$ cat src/rtl/lirq_pkg.sv
package lirq_pkg;
   localparam int DATA_W        = 32;
   localparam int TMR_PER_CORE  = 4;
   localparam int MAX_CORES     = 8;
   localparam int REG_STRIDE    = 4;
   // pending word bit positions; software takes the lowest set bit first
   localparam int BIT_TMR0      = 0;
   localparam int BIT_MBOX      = 4;
   localparam int BIT_GPU       = 8;
   localparam int BIT_PMU       = 9;
   // register offsets
   localparam int OFS_ROUTE_SET = 'h10;
   localparam int OFS_ROUTE_CLR = 'h14;
   localparam int OFS_TMR_EN    = 'h40;
   localparam int OFS_PEND      = 'h60;
endpackage

$ cat src/rtl/lirq_regs.sv
module lirq_regs
   import lirq_pkg::*;
#(
   parameter int NUM_CORES = 4,
   parameter int ADDR_W    = 8
) (
   input  logic                              clk,
   input  logic                              rst_n,
   input  logic                              wr_en,
   input  logic [ADDR_W-1:0]                 addr,
   input  logic [DATA_W-1:0]                 wdata,
   output logic [NUM_CORES*TMR_PER_CORE-1:0] tmr_en,
   output logic [NUM_CORES-1:0]              route
);
   localparam int SEL_W = (NUM_CORES > TMR_PER_CORE) ? NUM_CORES : TMR_PER_CORE;

   logic set_hit, clr_hit;
   logic unused_wdata;

   assign set_hit      = wr_en && (addr == ADDR_W'(OFS_ROUTE_SET));
   assign clr_hit      = wr_en && (addr == ADDR_W'(OFS_ROUTE_CLR));
   assign unused_wdata = ^wdata[DATA_W-1:SEL_W];

   always_ff @(posedge clk) begin
      if (!rst_n)       route <= '0;
      else if (set_hit) route <= route | wdata[NUM_CORES-1:0];
      else if (clr_hit) route <= route & ~wdata[NUM_CORES-1:0];
   end

   for (genvar c = 0; c < NUM_CORES; c++) begin : g_core
      logic                    hit;
      logic [TMR_PER_CORE-1:0] en_q;
      assign hit = wr_en && (addr == ADDR_W'(OFS_TMR_EN + REG_STRIDE * c));
      always_ff @(posedge clk) begin
         if (!rst_n)   en_q <= '0;
         else if (hit) en_q <= wdata[TMR_PER_CORE-1:0];
      end
      assign tmr_en[c*TMR_PER_CORE +: TMR_PER_CORE] = en_q;
   end
endmodule

$ cat src/rtl/lirq_core_merge.sv
module lirq_core_merge
   import lirq_pkg::*;
#(
   parameter bit HAS_GPU = 1'b0
) (
   input  logic [TMR_PER_CORE-1:0] tmr_raw,
   input  logic [TMR_PER_CORE-1:0] tmr_en,
   input  logic                    mbox_raw,
   input  logic                    gpu_raw,
   input  logic                    pmu_raw,
   input  logic                    pmu_route,
   output logic [DATA_W-1:0]       pend
);
   logic gpu_bit;
   assign gpu_bit = gpu_raw & HAS_GPU;

   always_comb begin
      pend                               = '0;
      pend[BIT_TMR0 +: TMR_PER_CORE]     = tmr_raw & tmr_en;
      pend[BIT_MBOX]                     = mbox_raw;
      pend[BIT_GPU]                      = gpu_bit;
      pend[BIT_PMU]                      = pmu_raw & pmu_route;
   end
endmodule

$ cat src/rtl/lirq_aggregator.sv
module lirq_aggregator
   import lirq_pkg::*;
#(
   parameter int NUM_CORES = 4,
   parameter int ADDR_W    = 8,
   parameter int GPU_CORE  = 0
) (
   input  logic                              clk,
   input  logic                              rst_n,
   input  logic                              bus_wr,
   input  logic                              bus_rd,
   input  logic [ADDR_W-1:0]                 bus_addr,
   input  logic [DATA_W-1:0]                 bus_wdata,
   output logic [DATA_W-1:0]                 bus_rdata,
   input  logic [NUM_CORES*TMR_PER_CORE-1:0] tmr_irq_i,
   input  logic [NUM_CORES-1:0]              mbox_irq_i,
   input  logic                              gpu_irq_i,
   input  logic [NUM_CORES-1:0]              pmu_irq_i,
   output logic [NUM_CORES-1:0]              core_irq_o
);
   if (NUM_CORES < 1 || NUM_CORES > MAX_CORES) begin : g_bad_cores
      $error("lirq_aggregator: NUM_CORES must be 1..%0d", MAX_CORES);
   end
   if (GPU_CORE < 0 || GPU_CORE >= NUM_CORES) begin : g_bad_gpu
      $error("lirq_aggregator: GPU_CORE out of range");
   end
   if (ADDR_W < 8) begin : g_bad_addr
      $error("lirq_aggregator: ADDR_W must be at least 8");
   end

   logic [NUM_CORES*TMR_PER_CORE-1:0] tmr_en;
   logic [NUM_CORES-1:0]              route;
   logic [NUM_CORES*DATA_W-1:0]       pend_flat;
   logic [DATA_W-1:0]                 rd_word;

   lirq_regs #(
      .NUM_CORES (NUM_CORES),
      .ADDR_W    (ADDR_W)
   ) u_regs (
      .clk    (clk),
      .rst_n  (rst_n),
      .wr_en  (bus_wr),
      .addr   (bus_addr),
      .wdata  (bus_wdata),
      .tmr_en (tmr_en),
      .route  (route)
   );

   for (genvar c = 0; c < NUM_CORES; c++) begin : g_core
      lirq_core_merge #(
         .HAS_GPU (c == GPU_CORE)
      ) u_merge (
         .tmr_raw   (tmr_irq_i[c*TMR_PER_CORE +: TMR_PER_CORE]),
         .tmr_en    (tmr_en[c*TMR_PER_CORE +: TMR_PER_CORE]),
         .mbox_raw  (mbox_irq_i[c]),
         .gpu_raw   (gpu_irq_i),
         .pmu_raw   (pmu_irq_i[c]),
         .pmu_route (route[c]),
         .pend      (pend_flat[c*DATA_W +: DATA_W])
      );
      assign core_irq_o[c] = |pend_flat[c*DATA_W +: DATA_W];
   end

   always_comb begin
      rd_word = '0;
      if (bus_addr == ADDR_W'(OFS_ROUTE_SET) || bus_addr == ADDR_W'(OFS_ROUTE_CLR))
         rd_word[NUM_CORES-1:0] = route;
      for (int c = 0; c < NUM_CORES; c++) begin
         if (bus_addr == ADDR_W'(OFS_TMR_EN + REG_STRIDE * c))
            rd_word[TMR_PER_CORE-1:0] = tmr_en[c*TMR_PER_CORE +: TMR_PER_CORE];
         if (bus_addr == ADDR_W'(OFS_PEND + REG_STRIDE * c))
            rd_word = pend_flat[c*DATA_W +: DATA_W];
      end
   end

   always_ff @(posedge clk) begin
      if (!rst_n)      bus_rdata <= '0;
      else if (bus_rd) bus_rdata <= rd_word;
   end
endmodule

$ cat config.mk
export PLATFORM = sky130hd
export DESIGN_NAME = lirq_aggregator
export DESIGN_NICKNAME = d
export VERILOG_FILES = /design/src/rtl/lirq_pkg.sv /design/src/rtl/lirq_regs.sv /design/src/rtl/lirq_core_merge.sv /design/src/rtl/lirq_aggregator.sv
export SDC_FILE = /design/constraint.sdc
export NUM_CORES = 1
export LEC_CHECK = 0
export ABC_AREA = 1
export BUFFER_PORTS_ARGS = -buffer_cell sky130_fd_sc_hd__buf_2
export CORE_MARGIN = 4
export CORE_UTILIZATION = 31
export CTS_CLUSTER_DIAMETER = 150
export DETAILED_ROUTE_END_ITERATION = 10
export PLACE_DENSITY = 0.66
export SETUP_SLACK_MARGIN = 0.05
export SLEW_MARGIN = 20
export SYNTH_ARGS = -nofsm -noshare
export SYNTH_HDL_FRONTEND = slang
export SYNTH_SLANG_ARGS = --single-unit
$ cat constraint.sdc
create_clock -name clk -period 1.6 [get_ports clk]
set_input_delay 0.24 -clock clk [delete_from_list [all_inputs] [get_ports clk]]
set_output_delay 0.24 -clock clk [all_outputs]
set_load 0.01 [all_outputs]
==> results of run 1 <==
[cell usage after synthesis (3+ instances only)]
library cell and instances:
nand2_1 65, o21ai_1 7, inv_2 11, inv_1 27, clkbuf_1 3, o21ai_0 10, nand2_2 7, buf_4 25
nand3_1 31, nor2_1 23, nand4_1 5, nor2_4 3, a21oi_1 30, a21oi_2 3, dfxtp_1 27
[worst min path at each step]
stage | from | end | slack (ns) | cells past startpoint
after floorplan | rst_n | register | 0.38 | 2
after global routing | gpu_irq_i | bus_rdata[8] | 0.28 | 3
after detailed placement | bus_rdata[8] | bus_rdata[8] | 0.45 | 2
final | gpu_irq_i | bus_rdata[8] | 0.25 | 3
after CTS | gpu_irq_i | bus_rdata[8] | 0.24 | 3
after global placement | u_regs.g_core[1].en_q[3] | u_regs.g_core[1].en_q[3] | 0.46 | 2
[critical path, stage by stage, from the launching register on]
cell	delay, ns
dfxtp_2	0.36
a21oi_2	0.14
nand3_2	0.07
a221o_1	0.26
buf_2	0.14
[logic make-up after synthesis]
group / share of synthesized area
AO/OA/AOI/OAI: 0.160
buffers and inverters: 0.184
flip-flops: 0.287
other: 0.00199
AND/OR/NAND/NOR: 0.367
[power groups by stage]
stage	logic [W]	registers, W	clock network [W]
global placement	0.000200	0.000693	0
detailed placement	0.000201	0.000693	0
floorplan	0.000150	0.000694	0
finish	0.000204	0.000677	0.000392
CTS	0.000202	0.000677	0.000405
global route	0.000227	0.000678	0.000423
[per-stage QoR]
step                utilization  hold WS, ns  total power [W]
floorplan                     -        0.378         0.000844
global placement          0.360        0.456         0.000893
detailed placement        0.360        0.452         0.000894
CTS                       0.368        0.243          0.00128
global route              0.370        0.275          0.00133
finish                    0.370        0.253          0.00127
[routing by layer]
metal	track usage	up-vias
met5	0	-
met1	0.189	854
li1	-	991
met2	0.235	76
met3	0.0183	6
met4	0.0360	0
[final cells by class]
cell class / count / share of cell area
tap: 75 / 0.0428
timing repair buffer: 53 / 0.123
sequential: 27 / 0.248
clock buffer: 4 / 0.0205
inverter: 38 / 0.0650
multi-input combinational: 221 / 0.501
==> results_dict.tcl, run 1 <==
set metrics [dict create \
    drt-met1-wl_um 2350 \
    crit_required_ns 1.36 \
    period_share 0.928 \
    core_area_sq_um 5920 \
    netlist_instances 291 \
    synth_top_area_frac 0.287 \
    detail_route.wl_per_cell_um 12.4 \
    report.final.slew_viol_count 0 \
    hp-class "primary input to register" \
    cts_tree "done" \
    layout_commonest_cell "nand2_1" \
    r2r-start "u_regs.g_core[0].en_q[0]" \
    grt_max_degree 17 \
    finalCriticalPeriod_ns 1.48 \
    rsz0062_at_grt "true" \
    grt_usage 0.140 \
    yosysTopAreaCell "dfxtp_1" \
    postCtsSetupRepairBufs 0 \
    cts_max_path_buffers 2 \
    timing.fmax_mhz 674 \
    hold_violations 0 \
    start_util 0.318 \
    drt_iter0_drc 105 \
    grt_pass1_wl_um 8270 \
    clk_pin_slew_worst_paths_ns 0.10 \
    overflow 0 \
    synth.area.top_cells "dfxtp_1 29%, nand2_1 13%, buf_4 10%" \
    dr_wl_met2_um 2330 \
    dpl_cell_area_sq_um 2130 \
    num_io_pins 105 \
    ys_ff_latch 27 \
    vdd_drop_max_uv 350 \
    port_buffers 51 \
    ys_types 25 \
    crit_end "core_irq_o[1]" \
    stdcell_area_sq_um 2190 \
    antenna_cells 0 \
    drt-vias-per-instance 4.61 \
    wl_um 5200 \
    die_w_um 85.9 \
    place_inst 414 \
    final_cells 418 \
    power.density_nw_per_um2 580 \
    worstSetupEndpointType "output pin" \
    status "finished, final reports clean" \
    drive_gt1_frac 0.268 \
    place_ws_ns 0.0676 \
    htreeDepth 1 \
    seqPwrFrac 0.532 \
    r2r.worst_path.cells 10 \
    drt_pass1_iterations 4 \
    die_area_sq_um 7390 \
    ys_warn_count 0 \
    clkPwrFrac 0.308 \
    syn_avg_cell_area_sq_um 6.47 \
    highest_layer "met4" \
    dr_total_vias 1927 \
    synthesis.area_sq_um 1880 \
    skew_ns 0.00995 \
    setup_viol 0 \
    nFillCells 679 \
    drv_cap 0 \
    crit_fanout 4 \
    area_growth_pct 16.5 \
    r2r-end "bus_rdata[0]" \
    regToRegSetupSlack_ns 0.45 \
    cp_data_arrival_time_ns 1.24 \
    dp_hpwl_um 4220 \
    cts_sinks 27 \
    timing.final.ws_setup_ns 0.116 \
    clk_latency_ns 0.28 \
    antenna_found_initial 0 \
    grt_pass1_vias 1812 \
    multi_input_area_sq_um 1100 \
    leakage_nw 1.04 \
    synth_edf_count 0 \
    ys_seq_area_frac 0.287 \
    final_cell_mix "65 x nand2_1, 51 x buf_2, 30 x nand3_1" \
    startpoint_type "register" \
    numCtsBuffers 3 \
    clockRootBuffer "clkbuf_8" \
    p_int_w 0.000918 \
    dr_wl_met3_um 450 \
    async_flop_share 0 \
    switching_share 0.279 \
    seq_area_sq_um 543 \
    rows 28 \
    post_cts_resize_count 0 \
    setup_tns_ns 0 \
    synth_ff_type "dfxtp_1" \
    switchingPower_w 0.000355 \
    num-nets-final 413 \
    die_h_um 85.9 \
    cts_hold_buf 0 \
    drc_errors 0 \
    postRouteAntennaNets 0 \
    combPwrFrac 0.160 \
    finalWeightedCongestion 0.921 \
    path_class "register to output pin" \
]
Power figures use the tool's default switching activity.
==> run 2, diff against run 1 <==
--- a/config.mk
+++ b/config.mk
@@ -9,6 +9,7 @@
 export BUFFER_PORTS_ARGS = -buffer_cell sky130_fd_sc_hd__buf_2
 export CORE_MARGIN = 4
 export CORE_UTILIZATION = 31
+export CTS_BUF_LIST = sky130_fd_sc_hd__clkbuf_16
 export CTS_CLUSTER_DIAMETER = 150
 export DETAILED_ROUTE_END_ITERATION = 10
 export PLACE_DENSITY = 0.66
==> run 2 against run 1 <==
Compared with the run above: maximum frequency grew 2.4%; clock skew shrank 0.0053 ns; routed wire length shrank 0.60%; combinational power is essentially flat; critical path depth is the same; critical endpoint is now core_irq_o[2].
==> results_dict.tcl, run 2 (same netlist as run 1, synthesis figures left out) <==
set metrics [dict create \
    final_cells 418 \
    grt_usage 0.140 \
    startpoint_type "register" \
    post_cts_resize_count 0 \
    area_growth_pct 18.0 \
    die_w_um 85.9 \
    crit_fanout 4 \
    crit_path_max_incr_delay_ns 0.35 \
    grt_pass1_vias 1822 \
    cts_tree "done" \
    num-nets-final 413 \
    setup_tns_ns 0 \
    status "finished, final reports clean" \
    power.density_nw_per_um2 648 \
    setup_viol 0 \
    grt_max_degree 17 \
    layout_commonest_cell "nand2_1" \
    vdd_drop_max_uv 407 \
    period_share 0.906 \
    report.final.slew_viol_count 0 \
    rsz0062_at_grt "false" \
    finalWeightedCongestion 0.921 \
    finalCriticalPeriod_ns 1.45 \
    drt_pass1_iterations 4 \
    cts_hold_buf 0 \
    antenna_found_initial 0 \
    dr_total_vias 1935 \
    detail_route.wl_per_cell_um 12.4 \
    htreeDepth 1 \
    start_util 0.318 \
    clk_pin_slew_worst_paths_ns 0.07 \
    place_inst 414 \
    crit_slowest_cell "dfxtp_2" \
    drv_cap 0 \
    die_h_um 85.9 \
    drive_gt1_frac 0.265 \
    drt-vias-per-instance 4.63 \
    crit_required_ns 1.36 \
    wl_um 5170 \
    cp_data_arrival_time_ns 1.21 \
    die_area_sq_um 7390 \
    hold_violations 0 \
    postRouteAntennaNets 0 \
    rows 28 \
    worst-path-buf-inv 1 \
    final_cell_mix "65 x nand2_1, 51 x buf_2, 31 x nand3_1" \
    timing.fmax_mhz 690 \
    total_power_w 0.00144 \
    path_class "register to output pin" \
    path_cells "a21oi_2 > nand3_1 > a221o_1 > buf_2" \
    dp_hpwl_um 4220 \
    numCtsBuffers 3 \
    drt_iter0_drc 129 \
    worstSetupEndpointType "output pin" \
    overflow 0 \
    postCtsSetupRepairBufs 0 \
    num_io_pins 105 \
    cts_max_path_buffers 2 \
    clk_latency_ns 0.26 \
    port_buffers 51 \
    core_area_sq_um 5920 \
    clockRootBuffer "clkbuf_16" \
    drc_errors 0 \
    critical_path.top_delay_family "compound AO/OA/AOI/OAI gates" \
    skew_ns 0.00464 \
    cts_sinks 27 \
    nFillCells 674 \
    antenna_cells 0 \
    hp-class "primary input to register" \
    leakage_nw 1.06 \
    grt_pass1_wl_um 8310 \
]
## run 2: final cells by class
type / instances / area, sq um / area share
clock buffer: 3 / 75.1 / 0.0338
clock inverter: 1 / 3.75 / 0.00169
inverter: 38 / 143 / 0.0642
multi-input combinational: 221 / 1090 / 0.492
sequential: 27 / 543 / 0.244
tap: 75 / 93.8 / 0.0422
timing repair buffer: 53 / 270 / 0.122
## run 2: power by group
part           internal (W)  switching [W]
clock network      0.000334       0.000224
registers          0.000675     0.00000186
logic             0.0000645       0.000139
total               0.00107       0.000365
## run 2: through the flow
| step | hold slack [ns] | instance area (sq um) | setup WS [ns] | util |
|---|---|---|---|---|
| floorplan | 0.378 | 1970 | 0.315 | - |
| global placement | 0.456 | 2130 | 0.0843 | 0.360 |
| detailed placement | 0.452 | 2130 | 0.0676 | 0.360 |
| CTS | 0.268 | 2210 | 0.116 | 0.374 |
| global route | 0.300 | 2220 | 0.0528 | 0.375 |
| finish | 0.271 | 2220 | 0.151 | 0.375 |
## run 2: worst register-to-register path: stages (launching register included)
cell	delay [ns]
dfxtp_1	0.33
nand2_1	0.08
inv_1	0.05
nand3_1	0.07
nand3_1	0.09
nor2_1	0.10
nand3_1	0.08
nand2_1	0.06
nand2_1	0.04
nand2_1	0.06
a21oi_2	0.05
## run 2: final timing paths
path                            cells after the start       endpoint                startpoint  slack [ns]
worst min register to register                      2   bus_rdata[9]              bus_rdata[9]        0.46
worst min-delay path                                3   bus_rdata[8]                 gpu_irq_i        0.27
worst max-delay path                                4  core_irq_o[2]                  register        0.15
worst max register to register                     10   bus_rdata[0]  u_regs.g_core[0].en_q[0]        0.46
## run 2: per-layer routing
layer  track usage  up-vias  part of all wire
met3        0.0183        4             0.084
met5             0        -                 0
met4        0.0273        0            0.0081
li1              -      994                 -
met1         0.188      869              0.45
met2         0.239       68              0.46
